==> src/rtl/benes_ctl_pkg.sv <==
package benes_ctl_pkg;

    // Mapping family selected by the requester
    typedef enum logic {
        FAM_XOR = 1'b0,
        FAM_ROT = 1'b1
    } fam_e;

    // Walk controller states
    typedef enum logic [1:0] {
        ST_IDLE  = 2'd0,
        ST_WALK  = 2'd1,
        ST_READY = 2'd2
    } st_e;

endpackage

==> src/rtl/benes_ctl_fsm.sv <==
module benes_ctl_fsm
    import benes_ctl_pkg::*;
#(
    parameter int LOG_N = 4,
    parameter int DW    = (LOG_N > 1) ? $clog2(LOG_N) : 1
) (
    input  logic          clk,
    input  logic          rst_n,
    input  logic          start_i,
    output logic          load_o,
    output logic          step_o,
    output logic          busy_o,
    output logic          done_o,
    output logic [DW-1:0] depth_o
);

    localparam logic [DW-1:0] LAST_DEPTH = DW'(LOG_N - 1);

    st_e           st_q;
    st_e           st_nx;
    logic [DW-1:0] depth_q;
    logic          at_last;

    assign at_last = (depth_q == LAST_DEPTH);

    // State register
    always_ff @(posedge clk or negedge rst_n) begin
        if (!rst_n) begin
            st_q <= ST_IDLE;
        end else begin
            st_q <= st_nx;
        end
    end

    // Transitions
    always_comb begin
        st_nx = st_q;
        unique case (st_q)
            ST_IDLE:  if (start_i) st_nx = ST_WALK;
            ST_WALK:  if (at_last) st_nx = ST_READY;
            ST_READY: if (start_i) st_nx = ST_WALK;
            default:  st_nx = ST_IDLE;
        endcase
    end

    // Outputs decoded from the current state
    always_comb begin
        load_o = 1'b0;
        step_o = 1'b0;
        busy_o = 1'b0;
        done_o = 1'b0;
        unique case (st_q)
            ST_IDLE:  load_o = start_i;
            ST_WALK: begin
                step_o = 1'b1;
                busy_o = 1'b1;
            end
            ST_READY: begin
                load_o = start_i;
                done_o = 1'b1;
            end
            default: ;
        endcase
    end

    // Tree depth being processed
    always_ff @(posedge clk or negedge rst_n) begin
        if (!rst_n) begin
            depth_q <= '0;
        end else if (load_o) begin
            depth_q <= '0;
        end else if (step_o && !at_last) begin
            depth_q <= depth_q + 1'b1;
        end
    end

    assign depth_o = depth_q;

endmodule

==> src/rtl/benes_ctl_tree.sv <==
module benes_ctl_tree
    import benes_ctl_pkg::*;
#(
    parameter int LOG_N = 4,
    parameter int DW    = (LOG_N > 1) ? $clog2(LOG_N) : 1
) (
    input  logic                      clk,
    input  logic                      rst_n,
    input  logic                      load_i,
    input  logic                      step_i,
    input  fam_e                      fam_i,
    input  logic [LOG_N-1:0]          k_i,
    input  logic [DW-1:0]             depth_i,
    output logic [(1<<(LOG_N-1))-1:0] row_o
);

    localparam int HALF = 1 << (LOG_N - 1);
    localparam int PW   = (LOG_N > 1) ? LOG_N - 1 : 1;

    fam_e             fam_q;
    logic [PW-1:0]    lane_sel;   // position bit that splits upper and lower child
    logic [LOG_N-1:0] wmask;      // width of a child's sub-constant

    always_ff @(posedge clk or negedge rst_n) begin
        if (!rst_n) begin
            fam_q <= FAM_XOR;
        end else if (load_i) begin
            fam_q <= fam_i;
        end
    end

    always_comb begin
        lane_sel = '0;
        for (int b = 0; b < PW; b++) begin
            if (int'(depth_i) == LOG_N - 2 - b) lane_sel[b] = 1'b1;
        end
        for (int b = 0; b < LOG_N; b++) begin
            wmask[b] = (b < LOG_N - 1 - int'(depth_i));
        end
    end

    // Every position keeps the sub-constant of the node that owns it
    for (genvar p = 0; p < HALF; p++) begin : g_lane
        localparam logic [PW-1:0] POS = PW'(p);

        logic [LOG_N-1:0] kq;
        logic [LOG_N-1:0] half_k;
        logic [LOG_N-1:0] nxt;
        logic             to_lower;

        assign half_k   = {1'b0, kq[LOG_N-1:1]};
        assign to_lower = |(POS & lane_sel);

        always_comb begin
            if (to_lower && fam_q == FAM_ROT) begin
                nxt = (half_k + {{(LOG_N-1){1'b0}}, kq[0]}) & wmask;
            end else begin
                nxt = half_k;
            end
        end

        always_ff @(posedge clk or negedge rst_n) begin
            if (!rst_n) begin
                kq <= '0;
            end else if (load_i) begin
                kq <= k_i;
            end else if (step_i) begin
                kq <= nxt;
            end
        end

        assign row_o[p] = kq[0];
    end

endmodule

==> src/rtl/benes_ctl_pack.sv <==
module benes_ctl_pack #(
    parameter int LOG_N = 4,
    parameter int DW    = (LOG_N > 1) ? $clog2(LOG_N) : 1
) (
    input  logic                                      clk,
    input  logic                                      rst_n,
    input  logic                                      load_i,
    input  logic                                      step_i,
    input  logic [DW-1:0]                             depth_i,
    input  logic [(1<<(LOG_N-1))-1:0]                 row_i,
    output logic [(2*LOG_N-1)*(1<<(LOG_N-1))-1:0]     ctrl_o
);

    localparam int HALF   = 1 << (LOG_N - 1);
    localparam int STAGES = 2 * LOG_N - 1;

    int tgt;

    // Depth d fixes the output-side stage; the deepest depth fixes the centre
    always_comb begin
        if (int'(depth_i) == LOG_N - 1) begin
            tgt = LOG_N - 1;
        end else begin
            tgt = 2 * LOG_N - 2 - int'(depth_i);
        end
    end

    for (genvar s = 0; s < STAGES; s++) begin : g_stage
        if (s < LOG_N - 1) begin : g_fixed
            // input-side stages are always straight for both families
            assign ctrl_o[s*HALF +: HALF] = '0;
        end else begin : g_held
            logic [HALF-1:0] row_q;
            always_ff @(posedge clk or negedge rst_n) begin
                if (!rst_n) begin
                    row_q <= '0;
                end else if (load_i) begin
                    row_q <= '0;
                end else if (step_i && tgt == s) begin
                    row_q <= row_i;
                end
            end
            assign ctrl_o[s*HALF +: HALF] = row_q;
        end
    end

endmodule

==> src/rtl/benes_ctl_gen.sv <==
module benes_ctl_gen
    import benes_ctl_pkg::*;
#(
    parameter int LOG_N = 4
) (
    input  logic                                      clk,
    input  logic                                      rst_n,
    input  logic                                      start_i,
    input  logic                                      fam_i,
    input  logic [LOG_N-1:0]                          k_i,
    output logic [(2*LOG_N-1)*(1<<(LOG_N-1))-1:0]     ctrl_o,
    output logic                                      done_o
);

    localparam int HALF = 1 << (LOG_N - 1);
    localparam int DW   = (LOG_N > 1) ? $clog2(LOG_N) : 1;

    logic            load;
    logic            step;
    logic            walk;
    logic [DW-1:0]   depth;
    logic [HALF-1:0] row;
    fam_e            fam_w;

    assign fam_w = fam_e'(fam_i);

    benes_ctl_fsm #(.LOG_N(LOG_N), .DW(DW)) u_fsm (
        .clk     (clk),
        .rst_n   (rst_n),
        .start_i (start_i),
        .load_o  (load),
        .step_o  (step),
        .busy_o  (walk),
        .done_o  (done_o),
        .depth_o (depth)
    );

    benes_ctl_tree #(.LOG_N(LOG_N), .DW(DW)) u_tree (
        .clk     (clk),
        .rst_n   (rst_n),
        .load_i  (load),
        .step_i  (step),
        .fam_i   (fam_w),
        .k_i     (k_i),
        .depth_i (depth),
        .row_o   (row)
    );

    benes_ctl_pack #(.LOG_N(LOG_N), .DW(DW)) u_pack (
        .clk     (clk),
        .rst_n   (rst_n),
        .load_i  (load),
        .step_i  (step),
        .depth_i (depth),
        .row_i   (row),
        .ctrl_o  (ctrl_o)
    );

endmodule

==> config.mk <==
export PLATFORM = sky130hd
export DESIGN_NAME = benes_ctl_gen
export DESIGN_NICKNAME = d
export VERILOG_FILES = /design/src/rtl/benes_ctl_pkg.sv /design/src/rtl/benes_ctl_fsm.sv /design/src/rtl/benes_ctl_tree.sv /design/src/rtl/benes_ctl_pack.sv /design/src/rtl/benes_ctl_gen.sv
export SDC_FILE = /design/constraint.sdc
export NUM_CORES = 1
export LEC_CHECK = 0
export BUFFER_PORTS_ARGS = -buffer_cell sky130_fd_sc_hd__buf_2
export CORE_UTILIZATION = 27
export CTS_BUF_LIST = sky130_fd_sc_hd__clkbuf_16
export CTS_CLUSTER_DIAMETER = 40
export DETAILED_ROUTE_END_ITERATION = 6
export PLACE_DENSITY_LB_ADDON = 0.12
export SLEW_MARGIN = 10
export SYNTH_ARGS = -nofsm -noshare
export SYNTH_HDL_FRONTEND = slang
export SYNTH_SLANG_ARGS = --single-unit
export TNS_END_PERCENT = 1
==> constraint.sdc <==
create_clock -name clk -period 1.9 [get_ports clk]
set_input_delay 0.285 -clock clk [delete_from_list [all_inputs] [get_ports clk]]
set_output_delay 0.285 -clock clk [all_outputs]
set_load 0.03 [all_outputs]
* Word-level counts from Yosys, hierarchy flattened
Cells that the tools add are included.
** Storage, ports and cells
- Register bits :: 69
- Input port bits :: 8
** Operators by class
- Reduce and logical (&&, ||, !) cells :: 27
- $lt $le $gt $ge :: 4
- Bitwise operators :: 7
- Eq/ne operators :: 12
- Muxes and demuxes :: 43
- Add/sub/neg operators :: 10
** Operators by type and width (count)
- 32-bit by 4-bit == test with 1-bit output (second input constant) :: 3
- 4-bit two-way mux :: 23
- 3-bit by 32-bit < comparator with 1-bit output (first input constant) :: 2
- 8-bit two-way mux :: 8
- 32-bit by 3-bit == test with 1-bit output (second input constant) :: 1
- 1-bit by 32-bit < comparator with 1-bit output (first input constant) :: 1
- 2-bit by 32-bit < comparator with 1-bit output (first input constant) :: 1
- 32-bit two-way mux :: 1
- 3-bit by 1-bit adder with 4-bit output :: 7
- 4-bit AND :: 7
- 1-bit logical AND :: 12
- 2-bit nonzero test :: 6
- 2-bit == test (second input constant) :: 4
- 2-bit two-way mux :: 4
- 2-bit OR reduction :: 4
- 1-bit two-way mux :: 6
- 2-bit by 1-bit == test with 1-bit output (second input constant) :: 2
- 2-bit zero test :: 2
- 2-bit by 1-bit inequality test with 1-bit output (second input constant) :: 2
- 2-bit case mux with 2 select lines :: 1
- 3-bit by 2-bit subtractor with 4-bit output (first input constant) :: 1
- 3-bit OR reduction :: 1
- 2-bit by 2-bit subtractor with 3-bit output (first input constant) :: 1
- 2-bit by 1-bit adder with 2-bit output (second input constant) :: 1
- 2 further kinds :: 2

* Longest topological paths before layout
- Depth after elaboration :: 7
- Gate-level depth with buffers :: 8
- Gate-level depth less buffers :: 6

* By module
From an unflattened synthesis, not the netlist that was laid out.
** Unflattened totals
- Cell total of the unflattened synthesis :: 349
- Area, all modules :: 3726.1 um2
** Modules (own cells, without submodules)
- benes_ctl_tree :: area each 1848.0 um2, sequential area each 650.6 um2, cells an instance 186, times used 1
- benes_ctl_pack :: area each 1639.1 um2, sequential area each 800.8 um2, cells an instance 141, times used 1
- benes_ctl_fsm :: area each 239.0 um2, sequential area each 100.1 um2, cells an instance 22, times used 1

* Worst setup path after synthesis
Ideal clock, no wire load.
- Path kind :: register to register
- From :: register u_fsm.depth_q[1], in the netlist u_fsm.depth_o[1]
- To :: register u_tree.g_lane[6].kq[0]
- Setup slack :: 0.084 ns
- Setup time :: 0.142 ns
- Required time :: 1.758 ns
- Buffers on the path :: 2
- Period minus slack after synthesis :: 1.816 ns
- Arrival time :: 1.674 ns
- Stages on the path, launching flop included :: 9
- Cells stage by stage :: dfrtp_1 -> clkbuf_1 -> inv_1 -> ha_1 -> buf_2 -> o21ai_0 -> nor3b_1 -> a21oi_1 -> o221ai_1
** Between the ends
- Word-level cells in the longest chain between the ends :: 7
- Elaborated cells on any way between the ends :: 12
- Classes of those cells :: 1 x add/sub; 1 x order compare; 1 x eq/ne; 5 x mux; 1 x bitwise; 3 x reduce/logical
** RTL lines
- start: declaration :: line benes_ctl_fsm.sv:21 : logic [DW-1:0] depth_q;
- start signal: assignment :: line benes_ctl_fsm.sv:73 : depth_q <= depth_q + 1'b1;
- branches (longest 4 deep; another with 1-bit by 32-bit < comparator with 1-bit output)
- 4-bit two-way mux * :: line benes_ctl_tree.sv:55 : if (to_lower && fam_q == FAM_ROT) begin
- 4-bit two-way mux * :: line benes_ctl_tree.sv:67 : end else if (step_i) begin
- 4-bit two-way mux * :: line benes_ctl_tree.sv:65 : end else if (load_i) begin
- end signal: assignment :: line benes_ctl_tree.sv:66 : kq <= k_i;
- end signal: assignment :: line benes_ctl_tree.sv:68 : kq <= nxt;
- end: declaration :: line benes_ctl_tree.sv:46 : logic [LOG_N-1:0] kq;
Every way passes the cells marked *. The select of a mux whose other input is x is not followed.
A chain may end at the register's enable or synchronous reset.

* Worst setup path after layout
- From :: register u_fsm.st_q[1]
- To :: output done_o
** Between the ends
- Word-level cells in the longest chain between the ends :: 2
** RTL lines
- start: declaration :: line benes_ctl_fsm.sv:19 : st_e st_q;
- start signal: assignment :: line benes_ctl_fsm.sv:31 : st_q <= st_nx;
- 2-bit == test :: line benes_ctl_fsm.sv:52 : unique case (st_q)
- 1-bit two-way mux :: line benes_ctl_fsm.sv:52
- end: declaration :: line benes_ctl_gen.sv:12 : output logic done_o
No other way between the ends.

==> impl_metrics.yaml <==
die:
  core-area_um2: 12100
  rows: 40
  die_width_um: 114
  ios: 65
  dieArea_um2: 12900
  die_y_um: 114
  start_util: 0.279
synthesis:
  synth_top_family_by_area: "compound AO/OA/AOI/OAI gates"
  yosysWarnings: 0
  yosys-top-cells-area: "dfrtp_1 (46%), o21ai_0 (7.7%), ha_1 (7.4%)"
  muxShareOfSynthArea: 0.0182
  synth-adder-area-share: 0.0745
  synth-seq-cells: 62
  syn_inst: 356
  avgSynthCellArea_um2: 9.44
  syn-cell-area_um2: 3360
  synth_xor_area_frac: 0.00521
  yosys.area.top_type: "dfrtp_1"
  synth_cell_types: 39
  synth-compound-area-share: 0.189
  yosysSeqAreaShare: 0.462
  synthSimpleGateAreaFrac: 0.158
  synth_top_area_frac: 0.462
global_route:
  grt_remaining_overflow: 0
  antenna_found_initial: 0
  grt_use_total: 0.148
  grt_max_degree: 31
  grt_pass1_wl_um: 14300
  grt_pass1_vias: 2532
critical_path:
  critPathKind: "flip-flop to output pin"
  r2r_slack_ns: 0.21
  crit_slowest_cell: "dfrtp_1"
  cp-startpoint: "u_fsm.st_q[1]$_DFFE_PN0P_"
  critPathMaxStageDelay_ns: 0.60
  rr_worst_depth: 7
  path_cells: "inv_1 -> nor2_1 -> buf_2"
  path_max_fanout: 9
  reg2reg_from: "u_fsm.depth_o[0]$_DFFE_PN0P_"
  worstPathArrival_ns: 1.49
  end_kind: "output pin"
  setup.worst_path.start_class: "flip-flop"
  crit_required_ns: 1.62
cells_and_area:
  drive_gt1_frac: 0.200
  fillers: 1283
  post-route-util: 0.336
  nNetsFinal: 434
  area_delta_synth_final_pct: 20.5
  insertedDiodeCount: 0
timing:
  timing.final.crit_period_ns: 1.78
  period_share: 0.935
  setup_tns_ns: 0
  fmax_mhz: 563
  setup_slack_ns: 0.123
  setup_viol: 0
  max_slew.worst_pin.slew_ns: 0.560
  rsz0062_at_grt: "no"
  fin_hold_ws_ns: 0.150
  maxSlewViolCount: 0
  slew_headroom: 0.626
  fin_skew_ns: 0.00601
  hold_violations: 0
clock_tree:
  cts_tree: "done"
  cts.htree.levels: 3
  insertion_delay_ns: 0.33
  cts.sinks: 62
  cts_root_buf: "clkbuf_16"
  clkSlewWorstSetupHoldPaths_ns: 0.05
  cts_buffer_depth: 2
  cts_made_buffers: 9
power:
  power_per_cell_area_nw_per_um2: 2000
  peakVddDrop_v: 0.000654
  p_total_mw: 8.11
  p_leak_nw: 1.88
detailed_routing:
  drt_iter0_drc: 115
  wirelength_um: 8730
  wire_per_inst_um: 15.1
  drc: 0
  drtPass1Iterations: 4
  viasPerCell: 4.48
  ant_nets: 0
  vias: 2593
placed_design:
  gp_congestion: 0.768
  dpl.hpwl_um: 6470
  port_buffers: 40
  dp_slack_ns: 0.184
worst_hold_path:
  min_from: "fam_i"
  hold_class: "input port to flip-flop"
  min_path_cells: 3
run:
  drv_cap: 0
status:
  status: "finished clean"
-- logic make-up after synthesis --
logic type,count (synthesis)
other,1
XOR/XNOR,2
flip-flops,62
multiplexers,6
AND/OR/NAND/NOR,112
AO/OA/AOI/OAI,106
adder cells (fa/ha/maj),20
buffers and inverters,47
-- stage by stage --
step,instances,cell area (um^2)
after global placement,562,3720
final,579,4050
after global routing,579,4050
after floorplan,379,3450
after CTS,579,4050
after detailed placement,562,3720
-- cells in the mapped netlist --
master / n
a32oi_1: 2
o21ai_0: 52
a211o_1: 1
a21oi_1: 14
nand3_1: 4
dfrtp_1: 62
inv_1: 4
o21ai_1: 6
a21oi_2: 2
a221o_1: 1
buf_2: 8
nor2b_1: 6
mux2_2: 1
nand2_1: 56
nand4b_1: 1
and2b_4: 1
nor2_1: 21
and2_4: 1
ha_1: 20
a21boi_0: 1
a211oi_1: 5
xnor2_1: 2
mux2i_1: 5
a221oi_1: 1
conb_1: 1
o31ai_1: 2
nor3b_1: 11
nand4_1: 4
nor3_1: 2
o22ai_1: 8
clkbuf_1: 4
o221ai_1: 3
nor2b_4: 1
buf_4: 29
buf_6: 2
a22o_1: 2
a31oi_1: 4
a21oi_4: 2
nand2b_1: 4
-- timing repair --
action / CTS / global route
gates resized for setup: 0 / 2
endpoints found under the setup margin: 0 / 2
hold endpoints to repair: 17 / 0
hold buffers: 1 / 0
setup buffers: 0 / 0
-- metal layers --
metal | vias up | routed length, um | global-route usage
li1 | 1313 | - | -
met1 | 1202 | 4400 | 0.207
met2 | 67 | 3810 | 0.224
met3 | 11 | 407 | 0.0329
met4 | 0 | 113 | 0.0491
met5 | - | 0 | 0
-- worst max-delay path, delay by kind of cell, from the launching register on --
family	cells	cell delay, ns
buffers and inverters	2	0.39
DFF	1	0.60
and+or+nand+nor	1	0.16
-- sequential cells by signal, indices dropped and copies added (netlist names) --
register and flops:
u_fsm.depth_o 2, u_fsm.st_q 2, u_pack.g_stage.g_held.row_q 32, u_tree.fam_q 1, u_tree.g_lane.kq 25
-- power breakdown --
part	leakage, nW	total, mW	switching [mW]	internal [mW]
registers	0.776	2.53	0.585	1.95
logic	0.947	3.82	2.42	1.40
clock network	0.157	1.76	0.617	1.14
total	1.88	8.11	3.62	4.49
-- worst paths after layout --
check,endpoint
setup / recovery,done_o
hold / removal,u_tree.fam_q$_DFFE_PN0P_
setup reg to reg,u_tree.g_lane[4].kq[1]$_DFFE_PN0P_
hold reg to reg,u_pack.g_stage[5].g_held.row_q[6]$_DFFE_PN0P_
max in group asynchronous,u_fsm.st_q[1]$_DFFE_PN0P_
min in group asynchronous,u_pack.g_stage[6].g_held.row_q[0]$_DFFE_PN0P_
-- layout by cell type, fill, tap and decap left out, drive strengths merged, types with 2 or more instances in the layout --
cell type,n
dfrtp,62
o21ai,58
buf,58
nand2,56
conb,24
nor2,21
ha,20
a21oi,18
nor3b,11
clkbuf,9
o22ai,8
nor2b,7
inv,5
mux2i,5
a211oi,5
nand2b,4
nand4,4
nand3,4
a31oi,4
o221ai,3
clkinv,3
nor3,2
a32oi,2
xnor2,2
o31ai,2
a22o,2
bufinv,2
-- area by class of cell --
cell class,count,area [um^2],share of cell area
clock buffers,9,225,0.0556
clock inverters,7,90.1,0.0222
inverters,4,15.0,0.00371
multi-input cells,270,1590,0.392
flip-flops and latches,62,1550,0.383
well taps,168,210,0.0519
repair buffers,59,370,0.0915
No activity file was read; power rests on OpenSTA's default activity.
